**config.mk**
```make
export PLATFORM = sky130hd
export DESIGN_NAME = seg_xlate_unit
export DESIGN_NICKNAME = d
export VERILOG_FILES = /design/src/rtl/sxu_pkg.sv /design/src/rtl/sxu_seg_select.sv /design/src/rtl/sxu_mode_decode.sv /design/src/rtl/sxu_phys_form.sv /design/src/rtl/seg_xlate_unit.sv
export SDC_FILE = /design/constraint.sdc
export NUM_CORES = 1
export LEC_CHECK = 0
export BUFFER_PORTS_ARGS = -buffer_cell sky130_fd_sc_hd__buf_2
export CORE_AREA = 2 2 66 68
export DETAILED_ROUTE_END_ITERATION = 10
export DIE_AREA = 0 0 68 70
export PLACE_DENSITY = 0.83
export SETUP_SLACK_MARGIN = 0.05
export SKIP_LAST_GASP = 1
export SYNTH_ARGS = -nofsm -noshare
export SYNTH_HDL_FRONTEND = slang
export SYNTH_SLANG_ARGS = --single-unit
```
**constraint.sdc**
```tcl
create_clock -name vclk -period 6.2
set_input_delay 0.31 -clock vclk [all_inputs]
set_output_delay 0.31 -clock vclk [all_outputs]
set_load 0.02 [all_outputs]
```
**src/rtl/sxu_pkg.sv**
```systemverilog
package sxu_pkg;
  localparam int VA_W      = 32;
  localparam int CFG_W     = 16;
  localparam int CTL_W     = 2 * CFG_W;
  localparam int NUM_CTL   = 3;
  localparam int NUM_SEG   = 2 * NUM_CTL;
  localparam int SEG_IDX_W = $clog2(NUM_SEG);
  localparam int PAF_LSB   = 9;
  localparam int PAF_W     = 7;
  localparam int AM_LSB    = 4;
  localparam int AM_W      = 3;
  localparam int EU_BIT    = 3;
  localparam int PA_SHIFT  = 20;
  localparam int PA_W      = PAF_LSB + PAF_W + PA_SHIFT;
  localparam int BASE_LSB  = PAF_LSB + PA_SHIFT;
  localparam int NUM_AM    = 1 << AM_W;
  localparam int USEG_OFF_W = VA_W - 2;
  localparam int KSEG_OFF_W = VA_W - 3;
  localparam int PERM_W    = 3;

  typedef enum logic [1:0] {
    PRIV_KERN = 2'd0,
    PRIV_SUPV = 2'd1,
    PRIV_USER = 2'd2,
    PRIV_ERRL = 2'd3
  } priv_e;

  // One bit per access-mode code; bit n set means mode n qualifies.
  localparam logic [NUM_AM-1:0] KERN_TLB_SET = 8'b0000_1110;
  localparam logic [NUM_AM-1:0] SUPV_ADE_SET = 8'b0000_0011;
  localparam logic [NUM_AM-1:0] SUPV_TLB_SET = 8'b0001_1100;
  localparam logic [NUM_AM-1:0] USER_ADE_SET = 8'b0010_0111;
  localparam logic [NUM_AM-1:0] USER_TLB_SET = 8'b0001_1000;

  localparam logic [PERM_W-1:0] PERM_ALL = 3'b111;
endpackage

```
**src/rtl/sxu_seg_select.sv**
```systemverilog
module sxu_seg_select
  import sxu_pkg::*;
(
  input  logic [2:0]            top_bits_i,
  input  logic [CTL_W-1:0]      ctl0_i,
  input  logic [CTL_W-1:0]      ctl1_i,
  input  logic [CTL_W-1:0]      ctl2_i,
  output logic [CFG_W-1:0]      cfg_o,
  output logic [VA_W-1:0]       off_mask_o
);
  logic [CTL_W-1:0] ctl [NUM_CTL];
  logic [CFG_W-1:0] half [NUM_SEG];
  logic [SEG_IDX_W-1:0] seg_idx;
  logic user_seg;

  assign ctl[0] = ctl0_i;
  assign ctl[1] = ctl1_i;
  assign ctl[2] = ctl2_i;

  // Segment k reads control word (NUM_CTL-1-k/2); even k takes the high half.
  generate
    for (genvar k = 0; k < NUM_SEG; k++) begin : g_half
      localparam int REG_SEL = NUM_CTL - 1 - k / 2;
      if ((k % 2) == 0) begin : g_hi
        assign half[k] = ctl[REG_SEL][CTL_W-1:CFG_W];
      end else begin : g_lo
        assign half[k] = ctl[REG_SEL][CFG_W-1:0];
      end
    end
  endgenerate

  assign user_seg = ~top_bits_i[2];

  always_comb begin
    if (user_seg) begin
      seg_idx = {{(SEG_IDX_W-1){1'b0}}, top_bits_i[1]};
    end else begin
      seg_idx = SEG_IDX_W'(2) + SEG_IDX_W'(top_bits_i[1:0]);
    end
  end

  assign cfg_o = half[seg_idx];

  always_comb begin
    if (user_seg) begin
      off_mask_o = {{(VA_W-USEG_OFF_W){1'b0}}, {USEG_OFF_W{1'b1}}};
    end else begin
      off_mask_o = {{(VA_W-KSEG_OFF_W){1'b0}}, {KSEG_OFF_W{1'b1}}};
    end
  end
endmodule

```
**src/rtl/sxu_mode_decode.sv**
```systemverilog
module sxu_mode_decode
  import sxu_pkg::*;
(
  input  logic [AM_W-1:0] am_i,
  input  logic            eu_i,
  input  logic [1:0]      priv_i,
  output logic            ade_o,
  output logic            tlb_o
);
  priv_e priv;
  assign priv = priv_e'(priv_i);

  always_comb begin
    ade_o = 1'b0;
    tlb_o = 1'b0;
    unique case (priv)
      PRIV_KERN: begin
        tlb_o = KERN_TLB_SET[am_i];
      end
      PRIV_SUPV: begin
        ade_o = SUPV_ADE_SET[am_i];
        tlb_o = SUPV_TLB_SET[am_i] & ~SUPV_ADE_SET[am_i];
      end
      PRIV_USER: begin
        ade_o = USER_ADE_SET[am_i];
        tlb_o = USER_TLB_SET[am_i] & ~USER_ADE_SET[am_i];
      end
      PRIV_ERRL: begin
        tlb_o = ~eu_i & KERN_TLB_SET[am_i];
      end
      default: begin
        ade_o = 1'b0;
        tlb_o = 1'b0;
      end
    endcase
  end
endmodule

```
**src/rtl/sxu_phys_form.sv**
```systemverilog
module sxu_phys_form
  import sxu_pkg::*;
(
  input  logic [VA_W-1:0]   va_i,
  input  logic [VA_W-1:0]   off_mask_i,
  input  logic [PAF_W-1:0]  pa_field_i,
  input  logic              ade_i,
  input  logic              tlb_i,
  output logic [PA_W-1:0]   paddr_o,
  output logic [PERM_W-1:0] perm_o
);
  logic [PA_W-1:0] base_raw;
  logic [PA_W-1:0] mask_ext;
  logic [PA_W-1:0] direct_pa;
  logic            blocked;

  assign base_raw  = {pa_field_i, {BASE_LSB{1'b0}}};
  assign mask_ext  = {{(PA_W-VA_W){1'b0}}, off_mask_i};
  assign direct_pa = (base_raw & ~mask_ext) | ({{(PA_W-VA_W){1'b0}}, va_i} & mask_ext);
  assign blocked   = ade_i | tlb_i;

  assign paddr_o = blocked ? '0 : direct_pa;
  assign perm_o  = blocked ? '0 : PERM_ALL;
endmodule

```
**src/rtl/seg_xlate_unit.sv**
```systemverilog
module seg_xlate_unit
  import sxu_pkg::*;
(
  input  logic [VA_W-1:0]   vaddr_i,
  input  logic [1:0]        priv_i,
  input  logic [CTL_W-1:0]  segcfg0_i,
  input  logic [CTL_W-1:0]  segcfg1_i,
  input  logic [CTL_W-1:0]  segcfg2_i,
  output logic              addr_err_o,
  output logic              tlb_map_o,
  output logic [PA_W-1:0]   paddr_o,
  output logic [PERM_W-1:0] perm_o
);
  logic [CFG_W-1:0] seg_cfg;
  logic [VA_W-1:0]  off_mask;
  logic             ade;
  logic             tlb;

  sxu_seg_select u_sel (
    .top_bits_i (vaddr_i[VA_W-1:VA_W-3]),
    .ctl0_i     (segcfg0_i),
    .ctl1_i     (segcfg1_i),
    .ctl2_i     (segcfg2_i),
    .cfg_o      (seg_cfg),
    .off_mask_o (off_mask)
  );

  sxu_mode_decode u_dec (
    .am_i   (seg_cfg[AM_LSB +: AM_W]),
    .eu_i   (seg_cfg[EU_BIT]),
    .priv_i (priv_i),
    .ade_o  (ade),
    .tlb_o  (tlb)
  );

  sxu_phys_form u_pf (
    .va_i       (vaddr_i),
    .off_mask_i (off_mask),
    .pa_field_i (seg_cfg[PAF_LSB +: PAF_W]),
    .ade_i      (ade),
    .tlb_i      (tlb),
    .paddr_o    (paddr_o),
    .perm_o     (perm_o)
  );

  assign addr_err_o = ade;
  assign tlb_map_o  = tlb;
endmodule

```
==> results.txt <==
- The number of antenna violations at the first check in global routing is 0.
* First-iteration detailed-routing DRC count: 27
- Actual slew at the worst max-slew pin: 0.603 ns
- For this design the static power due to leakage is 0.968 nW.
* YS warnings: 0
* # Post-CTS Setup Buffers: 0
- Via count of the first global-routing pass: 1274
* Core region area: 0.00414 sq mm
- Of the cells placed in the final design, the portion with a size suffix greater than 1 is 0.602.
* Post-synthesis cell count: 135
- From bottom edge to top edge, the die measures 70 microns.
- The final layout contains 395 nets.
- After synthesis, the largest family of logic cells by area is simple AND/OR/NAND/NOR gates.
- Kind of start point of the critical path: input port
- Number of nets produced by synthesis: 269
- In the final routed layout, each cell accounts on average for 11.6 microns.
- Using the TritonRoute via totals, the vias-per-cell ratio works out to 4.49.
- Crit path arrival time: 3.17 ns
- Share of the clock period used by the worst path: 0.561
- Counting stages on the worst path, the most repeated cell is buf_2.
* Cell area after synthesis: 0.00101 sq mm
- Clock tree buffer count of the final layout: 0
* Die outline area: 0.00476 sq mm
- Post-CTS Hold Buffers: 0
- For hold timing, the worst endpoint is paddr_o[12].
* Power after layout: 0.000204 W
- Gates resized, CTS repair: 0
* Flip-flop and latch count: 0
* Endpoint required time on the critical path: 5.89 ns
- Worst voltage drop across the vdd grid: 0.0673 mV
- Share of Yosys cell area claimed by the top area cell type: 0.179
- Pins Over Slew Limit: 0
* Worst min-delay path category: input port to output pin
- The number of hold-slack violations in the final timing report is 0.
* Pre-antenna DRT Iters: 4
- Entering global routing, the biggest net connects 35 pins.
- Antenna diode instance count: 0
- Counting both buffers and inverters, the worst setup path holds a total of 3.
- Dividing the synthesized area by the synthesized cell count gives 7.52 sq um.
* Most common cell in the synthesized netlist: and2_1
- The tool flagged a number of max-cap violations equal to 0.
- The initial utilization of the core area, before any placement, comes to 0.245.
- Post-synthesis cell type count: 31
* Max Clock Freq: 0.288 GHz
* Post-Synth Simple-Gate Area: 0.383
- Largest stage delay, worst path: 0.53 ns
- Outcome: finished, final reports clean
- Worst-path maximum fanout: 32
* Routed wire length: 3610 microns
- The die is 68 microns wide.
- Overall fraction of global-route tracks in use: 0.137
- Of the post-synthesis cell area, the part taken by muxes is 0.295.
- Unrepaired setup endpoints after global routing: false
- In the synthesized netlist, the cells that appear most often are and2_1 (29), mux2i_1 (16), nor2_1 (15).
* I/O Pins: 171
- Placer's final routability congestion estimate: 0.772
* Detailed-placement wirelength estimate: 3120 microns
- Hold is met by 0.937 ns.
* Number of cell rows: 24
- Detailed-route via count: 1395
* Critical-path cell with the highest stage delay: mux4_2
- Compound-Gate Fraction of Synth Area: 0.166
- Growth of design area from synthesis to finish: 66.2%
- Count of nets left with antenna violations after detail routing: 0
* Gr ovfl total: 0
* Slew margin rel.: 0.598
- Post-synthesis share of cell area spent on xor and xnor gates: 0
- Summed over all failing endpoints, the final setup total negative slack is 0 ns.
- Global-route wire length before repair: 5490 microns
* Fraction of the mapped netlist area in adder cells: 0.0493
* Crit path kind: input port to output pin
* Number of instances on the worst hold path: 3
- Hold wc startpoint: vaddr_i[12]
* CP cell instances: buf_2 > mux2_2 > mux4_2 > mux2i_1 > a31o_2 > nor4b_2 > buf_4 > and2_1 > buf_2
* Detailed-route DRC error count: 0
- Yosys attributes the largest share of cell area to and2_1 (18%), mux2i_1 (16%), nor3_2 (6.9%), mux4_2 (6.7%), a21oi_1 (5.9%).
- Sequential share of the synthesized area: 0
- Top cell type by total area after synthesis: and2_1
- In this design, the largest share of critical-path delay is due to multiplexers.
- Count of buffers from port buffering: 139
- Endpoint type of the worst setup path: output pin
- In the final layout, flip-flops and latches occupy 0 sq um.
- Once layout is complete, the utilization of the core stands at 0.407.
- In this run the power density over the cells is 121 mW/mm^2.
- Setup violations remaining at the end of the flow were counted as 0.
- Final period demand of the worst path: 3.48 ns
area by class of cell:
type / instances / area (sq um)
fill: 437 / 2460
inverter: 3 / 11.3
multi-input combinational: 116 / 907
tap: 52 / 65.1
timing repair buffer: 140 / 703
metal layers:
metal  vias to the layer above  global-route usage  routed length [microns]
li1                        726                   -                        -
met1                       618               0.179                     1490
met2                        51               0.254                     1860
met3                         0             0.00483                      266
met4                         0             0.00889                        0
met5                         -                   0                        0
metrics by stage:
stage / area (sq um) / std cells / setup WS [ns]
6_report: 1690 / 311 / 2.72
5_1_grt: 1690 / 311 / 2.55
4_1_cts: 1690 / 311 / 2.69
3_5_place_dp: 1690 / 311 / 2.69
3_3_place_gp: 1690 / 311 / 2.73
2_1_floorplan: 1010 / 135 / 3.20
how the worst max path moves through the flow:
stage | startpoint | endpoint | slack, ns | cells past startpoint
floorplan | vaddr_i[29] | paddr_o[10] | 3.20 | 9
CTS | vaddr_i[29] | paddr_o[25] | 2.69 | 9
global route | vaddr_i[29] | paddr_o[1] | 2.55 | 9
global placement | vaddr_i[29] | paddr_o[22] | 2.73 | 9
finish | vaddr_i[29] | paddr_o[22] | 2.72 | 9
detailed placement | vaddr_i[29] | paddr_o[25] | 2.69 | 9
cell families (layout without fill, tap and decap cells):
group	after synthesis	after routing
fa+ha+maj	4	4
buf+inv	19	143
compound gates	27	27
mux	25	25
simple gates	60	60
cell usage in the layout (no fill, tap or decap):
cell type	instances
a211o_1	1
a211oi_1	6
a21o_1	1
a21oi_1	12
a31o_2	1
a31oi_1	2
and2_1	29
and3b_1	1
buf_2	139
buf_4	1
ha_1	4
inv_1	3
mux2_1	3
mux2_2	2
mux2_4	1
mux2i_1	16
mux4_2	3
nand2_1	1
nand3_1	1
nor2_1	15
nor2b_1	1
nor3_1	2
nor3_2	7
nor4b_2	1
nor4b_4	1
o21a_1	1
o21ai_0	2
o221ai_1	1
or3b_1	1
report_power, final:
group	internal [W]	switching (W)
Clock	0	0
Sequential	0	0
Combinational	0.0000872	0.000117
worst min-delay path, cell delays in order:
cell and delay (ns):
buf_2 0.07, and2_1 0.10, buf_2 0.15
(Power assumes the default switching activity.)
